## config.mk

```make
export PLATFORM = sky130hd
export DESIGN_NAME = mclk_ratio_detect
export DESIGN_NICKNAME = d
export VERILOG_FILES = /design/src/rtl/mrd_pkg.sv /design/src/rtl/mrd_edge_sync.sv /design/src/rtl/mrd_period_counter.sv /design/src/rtl/mrd_classifier.sv /design/src/rtl/mclk_ratio_detect.sv
export SDC_FILE = /design/constraint.sdc
export NUM_CORES = 1
export LEC_CHECK = 0
export ABC_AREA = 0
export BUFFER_PORTS_ARGS = -buffer_cell sky130_fd_sc_hd__clkbuf_2
export CAP_MARGIN = 20
export CORE_MARGIN = 2
export CORE_UTILIZATION = 45
export DETAILED_ROUTE_END_ITERATION = 6
export PLACE_DENSITY = 0.63
export SLEW_MARGIN = 0
export SYNTH_ARGS = -nofsm -noshare
export SYNTH_HDL_FRONTEND = slang
export SYNTH_SLANG_ARGS = --single-unit
```

## constraint.sdc

```tcl
create_clock -name clk_i -period 2.85 [get_ports clk_i]
set_input_delay 0.7125 -clock clk_i [delete_from_list [all_inputs] [get_ports clk_i]]
set_output_delay 0.7125 -clock clk_i [all_outputs]
set_load 0.01 [all_outputs]
```

## src/rtl/mrd_pkg.sv

```systemverilog
package mrd_pkg;

    localparam int NUM_RATIOS = 6;
    localparam int CODE_W     = 3;
    localparam logic [CODE_W-1:0] CODE_NONE   = 3'd7;
    localparam logic [CODE_W-1:0] CODE_FIRST_HIGH = 3'd4; // 512x and above
    localparam logic [CODE_W-1:0] CODE_LAST_LOW   = 3'd2; // 256x and below

    typedef enum logic [2:0] {
        ST_INIT,
        ST_WAIT,
        ST_MEAS,
        ST_CONFIRM,
        ST_LOCK
    } det_state_e;

    function automatic int ratio_of(input int idx);
        case (idx)
            0:       return 128;
            1:       return 192;
            2:       return 256;
            3:       return 384;
            4:       return 512;
            default: return 768;
        endcase
    endfunction

endpackage

```

## src/rtl/mrd_edge_sync.sv

```systemverilog
module mrd_edge_sync #(
    parameter int SYNC_STAGES = 2
) (
    input  logic clk_i,
    input  logic rst_ni,
    input  logic async_i,
    output logic rise_o
);
    logic [SYNC_STAGES:0] pipe_q;

    always_ff @(posedge clk_i or negedge rst_ni) begin
        if (!rst_ni) pipe_q <= '0;
        else         pipe_q <= {pipe_q[SYNC_STAGES-1:0], async_i};
    end

    assign rise_o = pipe_q[SYNC_STAGES-1] & ~pipe_q[SYNC_STAGES];
endmodule

```

## src/rtl/mrd_period_counter.sv

```systemverilog
module mrd_period_counter #(
    parameter int TIMEOUT = 1024,
    parameter int CNT_W   = $clog2(TIMEOUT + 1)
) (
    input  logic             clk_i,
    input  logic             rst_ni,
    input  logic             run_i,
    input  logic             edge_i,
    output logic [CNT_W-1:0] count_o,
    output logic             timeout_o
);
    localparam logic [CNT_W-1:0] LIMIT = CNT_W'(TIMEOUT - 1);

    logic [CNT_W-1:0] cnt_q;

    assign count_o   = cnt_q;
    assign timeout_o = run_i && !edge_i && (cnt_q == LIMIT);

    always_ff @(posedge clk_i or negedge rst_ni) begin
        if (!rst_ni)        cnt_q <= '0;
        else if (!run_i)    cnt_q <= '0;
        else if (edge_i)    cnt_q <= CNT_W'(1);
        else if (timeout_o) cnt_q <= '0;
        else                cnt_q <= cnt_q + CNT_W'(1);
    end
endmodule

```

## src/rtl/mrd_classifier.sv

```systemverilog
module mrd_classifier
    import mrd_pkg::*;
#(
    parameter int CNT_W = 11,
    parameter int TOL   = 2
) (
    input  logic [CNT_W-1:0]  count_i,
    input  logic [1:0]        rate_class_i,
    input  logic              os128_i,
    output logic [CODE_W-1:0] code_o,
    output logic              good_o
);
    logic [NUM_RATIOS-1:0] hit;
    logic                  in_range;
    logic                  legal;

    for (genvar g = 0; g < NUM_RATIOS; g++) begin : g_window
        localparam logic [CNT_W-1:0] LO = CNT_W'(ratio_of(g) - TOL);
        localparam logic [CNT_W-1:0] HI = CNT_W'(ratio_of(g) + TOL);
        assign hit[g] = (count_i >= LO) && (count_i <= HI);
    end

    always_comb begin
        code_o   = CODE_NONE;
        in_range = 1'b0;
        for (int i = 0; i < NUM_RATIOS; i++) begin
            if (hit[i]) begin
                code_o   = CODE_W'(i);
                in_range = 1'b1;
            end
        end
    end

    always_comb begin
        legal = 1'b1;
        if ((rate_class_i != 2'd0) && (code_o >= CODE_FIRST_HIGH)) legal = 1'b0;
        if (os128_i && (code_o <= CODE_LAST_LOW))                  legal = 1'b0;
    end

    assign good_o = in_range && legal;
endmodule

```

## src/rtl/mclk_ratio_detect.sv

```systemverilog
module mclk_ratio_detect
    import mrd_pkg::*;
#(
    parameter int INIT_CYCLES = 1024,
    parameter int TIMEOUT     = 1024,
    parameter int TOL         = 2,
    parameter int SYNC_STAGES = 2
) (
    input  logic       clk_i,
    input  logic       rst_ni,
    input  logic       wclk_i,
    input  logic [1:0] rate_class_i,
    input  logic       os128_i,
    output logic [2:0] ratio_o,
    output logic       valid_o,
    output logic       err_o
);
    localparam int CNT_W  = $clog2(TIMEOUT + 1);
    localparam int INIT_W = $clog2(INIT_CYCLES + 1);
    localparam logic [INIT_W-1:0] INIT_LAST = INIT_W'(INIT_CYCLES - 1);

    det_state_e        state_q, state_d;
    logic              wedge;
    logic [CNT_W-1:0]  count;
    logic              timeout;
    logic [CODE_W-1:0] code;
    logic              good;
    logic [CODE_W-1:0] cand_q;
    logic              err_q;
    logic [INIT_W-1:0] init_cnt_q;
    logic              init_done;
    logic              measuring;

    mrd_edge_sync #(.SYNC_STAGES(SYNC_STAGES)) u_sync (
        .clk_i   (clk_i),
        .rst_ni  (rst_ni),
        .async_i (wclk_i),
        .rise_o  (wedge)
    );

    mrd_period_counter #(.TIMEOUT(TIMEOUT), .CNT_W(CNT_W)) u_cnt (
        .clk_i     (clk_i),
        .rst_ni    (rst_ni),
        .run_i     (state_q != ST_INIT),
        .edge_i    (wedge),
        .count_o   (count),
        .timeout_o (timeout)
    );

    mrd_classifier #(.CNT_W(CNT_W), .TOL(TOL)) u_cls (
        .count_i      (count),
        .rate_class_i (rate_class_i),
        .os128_i      (os128_i),
        .code_o       (code),
        .good_o       (good)
    );

    assign init_done = (init_cnt_q == INIT_LAST);
    assign measuring = (state_q == ST_MEAS) || (state_q == ST_CONFIRM) ||
                       (state_q == ST_LOCK);

    // State register
    always_ff @(posedge clk_i or negedge rst_ni) begin
        if (!rst_ni) state_q <= ST_INIT;
        else         state_q <= state_d;
    end

    // Next-state logic
    always_comb begin
        state_d = state_q;
        unique case (state_q)
            ST_INIT: begin
                if (init_done) state_d = ST_WAIT;
            end
            ST_WAIT: begin
                if (wedge) state_d = ST_MEAS;
            end
            ST_MEAS: begin
                if (wedge)        state_d = good ? ST_CONFIRM : ST_MEAS;
                else if (timeout) state_d = ST_WAIT;
            end
            ST_CONFIRM: begin
                if (wedge) begin
                    if (!good)              state_d = ST_MEAS;
                    else if (code == cand_q) state_d = ST_LOCK;
                    else                     state_d = ST_CONFIRM;
                end else if (timeout) begin
                    state_d = ST_WAIT;
                end
            end
            ST_LOCK: begin
                if (wedge) begin
                    if (!good)              state_d = ST_MEAS;
                    else if (code == cand_q) state_d = ST_LOCK;
                    else                     state_d = ST_CONFIRM;
                end else if (timeout) begin
                    state_d = ST_WAIT;
                end
            end
            default: state_d = ST_INIT;
        endcase
    end

    // Hold counter, candidate code and error flag
    always_ff @(posedge clk_i or negedge rst_ni) begin
        if (!rst_ni) begin
            init_cnt_q <= '0;
            cand_q     <= CODE_NONE;
            err_q      <= 1'b0;
        end else if (state_q == ST_INIT) begin
            init_cnt_q <= init_cnt_q + INIT_W'(1);
            cand_q     <= CODE_NONE;
            err_q      <= 1'b0;
        end else begin
            if (measuring && wedge) begin
                err_q <= !good;
                if (good) cand_q <= code;
            end else if (timeout) begin
                err_q <= 1'b1;
            end
        end
    end

    // Outputs
    always_comb begin
        valid_o = (state_q == ST_LOCK);
        ratio_o = valid_o ? cand_q : CODE_NONE;
        err_o   = err_q;
    end
endmodule

```

Word level (Yosys, flattened, before mapping). Cells that the tools add are included.

Memories kept: 0. ROM bits: 0. Bits in latches: 0. Input port bits: 6. Word-level logic and storage cells: 91. Register bits: 32. Bits in writable memories: 0.

Bitwise gates (word level): 2. Equality and inequality tests: 9. Magnitude comparators: 14. Add/subtract/negate cells: 2. Reductions and logical operators: 25. Multipliers: 0. Shift-type cells: 0. Muxes and demuxes: 33. Divide/modulo/power cells: 0.

Operators by type and width (number): $mux W3 (17); $mux W11 (3); $add A11 B1 Y11 const B (2); $eq A11 B10 Y1 const B (2); $ge A11 B8 Y1 const B (2); $ge A11 B9 Y1 const B (2); $le A11 B10 Y1 const B (2); $le A11 B8 Y1 const B (2); $le A11 B9 Y1 const B (2); $logic_and A1 B1 Y1 (12); $mux W1 (12); $pmux W3 S4 (1); $ge A11 B10 Y1 const B (1); $ge A11 B7 Y1 const B (1); $eq A3 B2 Y1 const B (2); $reduce_bool A2 Y1 (3); $reduce_bool A3 Y1 (2); $reduce_and A2 Y1 (2); $eq A3 B1 Y1 const B (1); $eq A3 B3 Y1 (1); $eq A3 B3 Y1 const B (1); $ge A3 B3 Y1 const B (1); $le A3 B2 Y1 const B (1); $logic_not A3 Y1 (1); 7 further kinds (9).

Longest topological paths before layout.
Depth in word-level cells: 16. Depth in mapped cells: 9. Depth with buffers taken out: 9.

Hierarchy. Synthesis repeated with hierarchy kept, for this count alone.

Cell total of the unflattened synthesis: 214. Area, all modules: 2009.4 µm².

Modules (own cells, without submodules): mclk_ratio_detect (seq. area each 454.2 µm², cells an instance 115, area each 1082.3 µm², times used 1); mrd_period_counter (seq. area each 275.3 µm², cells an instance 54, area each 580.6 µm², times used 1); mrd_classifier (seq. area each 0.0 µm², cells an instance 41, area each 257.7 µm², times used 1); mrd_edge_sync (seq. area each 75.1 µm², cells an instance 4, area each 88.8 µm², times used 1).

Worst setup path before layout. Ideal clock, no wire load.

Path kind: flip-flop to flip-flop. Start point: register u_cnt.cnt_q[0] (netlist: u_cnt.count_o[0]). End point: register state_q[1]. Path buffers: 0. Library setup time: 0.124 ns. Arrival: 2.346 ns. Slack: 0.380 ns. Stages on the path, launching flop included: 10. Cells stage by stage: dfrtp_1 inv_1 ha_1 o2111a_1 or3_4 a311oi_4 xnor2_1 nand4_1 o31a_1 a211o_1.

Cells in the longest elaborated chain, start to end: 16. Elaborated cells between the ends (all ways): 46. Those cells by class: 14 x order compare; 2 x eq/ne; 20 x mux; 10 x reduce/logical.

Ends and longest elaborated chain: from (decl) (line mrd_period_counter.sv:14) `logic [CNT_W-1:0] cnt_q;`; from (signal assigned) (line mrd_period_counter.sv:24) `else cnt_q <= cnt_q + CNT_W'(1);`; $ge A11 B7 Y1 or $le A11 B8 Y1 (tied branches) (line mrd_classifier.sv:20) `assign hit[g] = (count_i >= LO) && (count_i <= HI);`; $logic_and A1 B1 Y1 (line mrd_classifier.sv:20); $mux W3 (6 in series) (line mrd_classifier.sv:27) `if (hit[i]) begin`; $ge A3 B3 Y1 (line mrd_classifier.sv:36) `if ((rate_class_i != 2'd0) && (code_o >= CODE_FIRST_HIGH)) legal = 1'b0;`; $logic_and A1 B1 Y1 (line mrd_classifier.sv:36); $mux W1 (line mrd_classifier.sv:36); $mux W1 (line mrd_classifier.sv:37) `if (os128_i && (code_o <= CODE_LAST_LOW)) legal = 1'b0;`; $logic_and A1 B1 Y1 (line mrd_classifier.sv:40) `assign good_o = in_range && legal;`; $mux W3 (line mclk_ratio_detect.sv:84) `if (!good) state_d = ST_MEAS;`; $mux W3 (line mclk_ratio_detect.sv:83) `if (wedge) begin`; $pmux W3 S4 * (line mclk_ratio_detect.sv:71) `unique case (state_q)`; to (signal assigned) (line mclk_ratio_detect.sv:65) `else state_q <= state_d;`; to (decl) (line mclk_ratio_detect.sv:22) `det_state_e state_q, state_d;`.

Mark *: on every way between the ends. The rest lies on a longest branch, timed or not. A chain may end at the register's enable or synchronous reset.

Final worst setup path.
Start point: register u_cnt.cnt_q[1] (netlist: u_cnt.count_o[1]). End point: register state_q[1].

The elaborated chain is that of the path after synthesis.

==> results_dict.tcl <==
set metrics [dict create \
    final_layout_size_suffix_gt1_frac 0.207 \
    place_congestion 0.820 \
    clock_latency_ns 0.28 \
    powerDensity_mw_per_mm2 446 \
    multiInputGateArea_um2 966 \
    grt_max_degree 33 \
    worstSetupEndpointType "register" \
    finClkSkew_ns 0.00458 \
    first_global_vias 1356 \
    area_delta_synth_final_pct 10.4 \
    fin_crit_sh 0.950 \
    drtAntennaViolNets 0 \
    post-cts-setup-buffers 0 \
    first_pass_iters 4 \
    stdcell_count 248 \
    numCtsBuffers 5 \
    synth-seq-cells 32 \
    antenna_found_initial 0 \
    synth_area_leaders "dfrtp_1, xnor2_1, nor2_1" \
    timing.fmax_ghz 0.370 \
    synth_edf_count 0 \
    clk_pin_slew_ns 0.06 \
    min_delay_path_depth 0 \
    die_w_um 67.8 \
    ir_worst_vdd_v 0.000312 \
    routed_wl_mm 3.67 \
    worst_setup_path_start_kind "register" \
    layout_min_cycle_time_ns 2.71 \
    hold_viol 0 \
    r2r_cells 8 \
    dpl.cell_count 240 \
    place_hpwl_mm 2.76 \
    grt_usage 0.180 \
    cp_cell_sequence "ha_1, o2111a_1, or3_4, a311oi_4, xnor2_1, nand4_1, o31a_1, a211o_1" \
    ios 11 \
    cts_tree "done" \
    setup_viol 0 \
    path_max_fanout 11 \
    core_area_mm2 0.00397 \
    worst_pin_slew_ns 0.787 \
    yosys_warnings 0 \
    clockBufferDepth 2 \
    seq_area_frac_synth 0.439 \
    post_drt_via_cell_ratio 5.59 \
    synth_top_area_frac 0.396 \
    setup_tns_ns 0 \
    cp_slowest_stage_delay_ns 0.50 \
    root_buffer "clkbuf_8" \
    h-tree-depth 2 \
    nNetsFinal 206 \
    die_area_mm2 0.00460 \
    criticalPathCategory "register to register" \
    die_height_um 67.8 \
    vias 1387 \
    port_buffers 10 \
    syn_inst 184 \
    p_leak_nw 0.882 \
    post_drt_wl_per_cell_um 14.8 \
    cap_violations 0 \
    num_rows 23 \
    yosys.area.top_type "dfrtp_1" \
    slowest_stage "dfrtp_1" \
    fill_cells 348 \
    arrival_ns 2.88 \
    start_util 0.461 \
    syn_area_mm2 0.00183 \
    status "completed" \
    synth_cell_types 49 \
    diodes 0 \
    rsz0062_at_grt "false" \
    synthArstFlopShare 1.00 \
    drt_iter0_drc 91 \
    route.detailed.drc 0 \
    synth_ff_type "dfrtp_1" \
    min_path_type "register to register" \
    cts_num_sinks 32 \
    grt_pass1_wl_mm 6.01 \
    syn-mean-instance-area_um2 9.96 \
    syn_nets 193 \
    gr-total-overflow 0 \
    cp_data_required_time_ns 3.02 \
    regArea_um2 806 \
    maxSlewViolCount 0 \
    maxSlewHeadroom 0.475 \
]
metal layers:
layer / vias up / track usage / part of all wire
li1: 668 / - / -
met1: 679 / 0.201 / 0.42
met2: 30 / 0.330 / 0.53
met3: 10 / 0.0400 / 0.035
met4: 0 / 0.0725 / 0.017
met5: - / 0 / 0
cells in the mapped netlist, drive strengths merged, types with 2 or more instances:
cell,n
o22ai,2
nor4,5
buf,4
or3,2
dfstp,3
a21oi,4
nor3,9
mux2i,2
or4b,2
o21ai,5
nand4,6
a211o,2
xnor2,11
xor2,10
nor2,23
ha,3
nand2b,6
nand3,5
dfrtp,29
inv,6
nand2,22
and3,5
a31o,2
registers in the layout, summed over array words and instances (netlist names):
| name | count |
|---|---|
| init_cnt_q | 11 |
| cand_q | 3 |
| state_q | 3 |
| u_cnt.count_o | 11 |
| u_sync.pipe_q | 3 |
| err_o | 1 |
worst paths after layout:
check,startpoint,to,slack [ns]
max,u_cnt.count_o[1],state_q[1],0.14
min reg2reg,u_sync.pipe_q[0],u_sync.pipe_q[1],0.36
min,u_sync.pipe_q[0],u_sync.pipe_q[1],0.36
min in group asynchronous,rst_ni,init_cnt_q[6],0.50
max reg2reg,u_cnt.count_o[1],state_q[1],0.14
max in group asynchronous,rst_ni,u_cnt.count_o[0],1.80
placed cells by master, fill, tap and decap left out, drive strengths merged, types with 3 or more instances in the layout:
cell / n
dfrtp: 29
nor2: 23
nand2: 22
clkbuf: 16
xnor2: 11
xor2: 10
nor3: 9
inv: 6
nand2b: 6
nand4: 6
nand3: 5
and3: 5
nor4: 5
o21ai: 5
a21oi: 4
ha: 3
dfstp: 3
per-stage QoR:
| stage | util | hold WS [ns] | power [mW] | instance area, um^2 | worst slack (ns) |
|---|---|---|---|---|---|
| 3_5_place_dp | 0.482 | 0.338 | 0.486 | 1910 | 0.206 |
| 5_1_grt | 0.509 | 0.363 | 0.935 | 2020 | 0.00764 |
| 3_3_place_gp | 0.482 | 0.335 | 0.485 | 1910 | 0.281 |
| 6_report | 0.509 | 0.355 | 0.901 | 2020 | 0.144 |
| 4_1_cts | 0.509 | 0.359 | 0.910 | 2020 | 0.153 |
| 2_1_floorplan | - | 0.331 | 0.472 | 1830 | 0.380 |
worst max-delay path: cells and delay by family, from the launching register on:
family                     cells  cell delay (ns)
AOI/OAI and AO/OA              4             1.07
adders and majority gates      1             0.26
DFF                            1             0.50
and+or+nand+nor                2             0.60
xor gates and xnor gates       1             0.17
cells by family after synthesis:
family          count (synthesis)  share of synthesized area
buf+inv                        11                     0.0335
flops                          32                      0.439
simple gates                   90                      0.268
fa+ha+maj                       3                     0.0205
mux                             3                     0.0191
xor+xnor                       21                      0.105
compound gates                 24                      0.115
power breakdown:
| part | switching [mW] | internal, mW | leakage [nW] |
|---|---|---|---|
| Sequential | 0.000900 | 0.457 | 0.418 |
| Combinational | 0.0150 | 0.00450 | 0.409 |
| Clock | 0.165 | 0.259 | 0.0552 |
final cells by class:
class                   instances  area share
well taps                      50      0.0309
clock buffers                   6      0.0359
repair buffers                 11      0.0285
multi-input cells             141       0.478
clock inverters                 2      0.0173
inverters                       6      0.0111
flip-flops and latches         32       0.399
what timing repair did:
action	CTS	global route
hold endpoints to repair	0	0
endpoints found under the setup margin	0	1
gates resized for setup	0	1
hold buffers	0	0
Power figures use the tool's default switching activity.
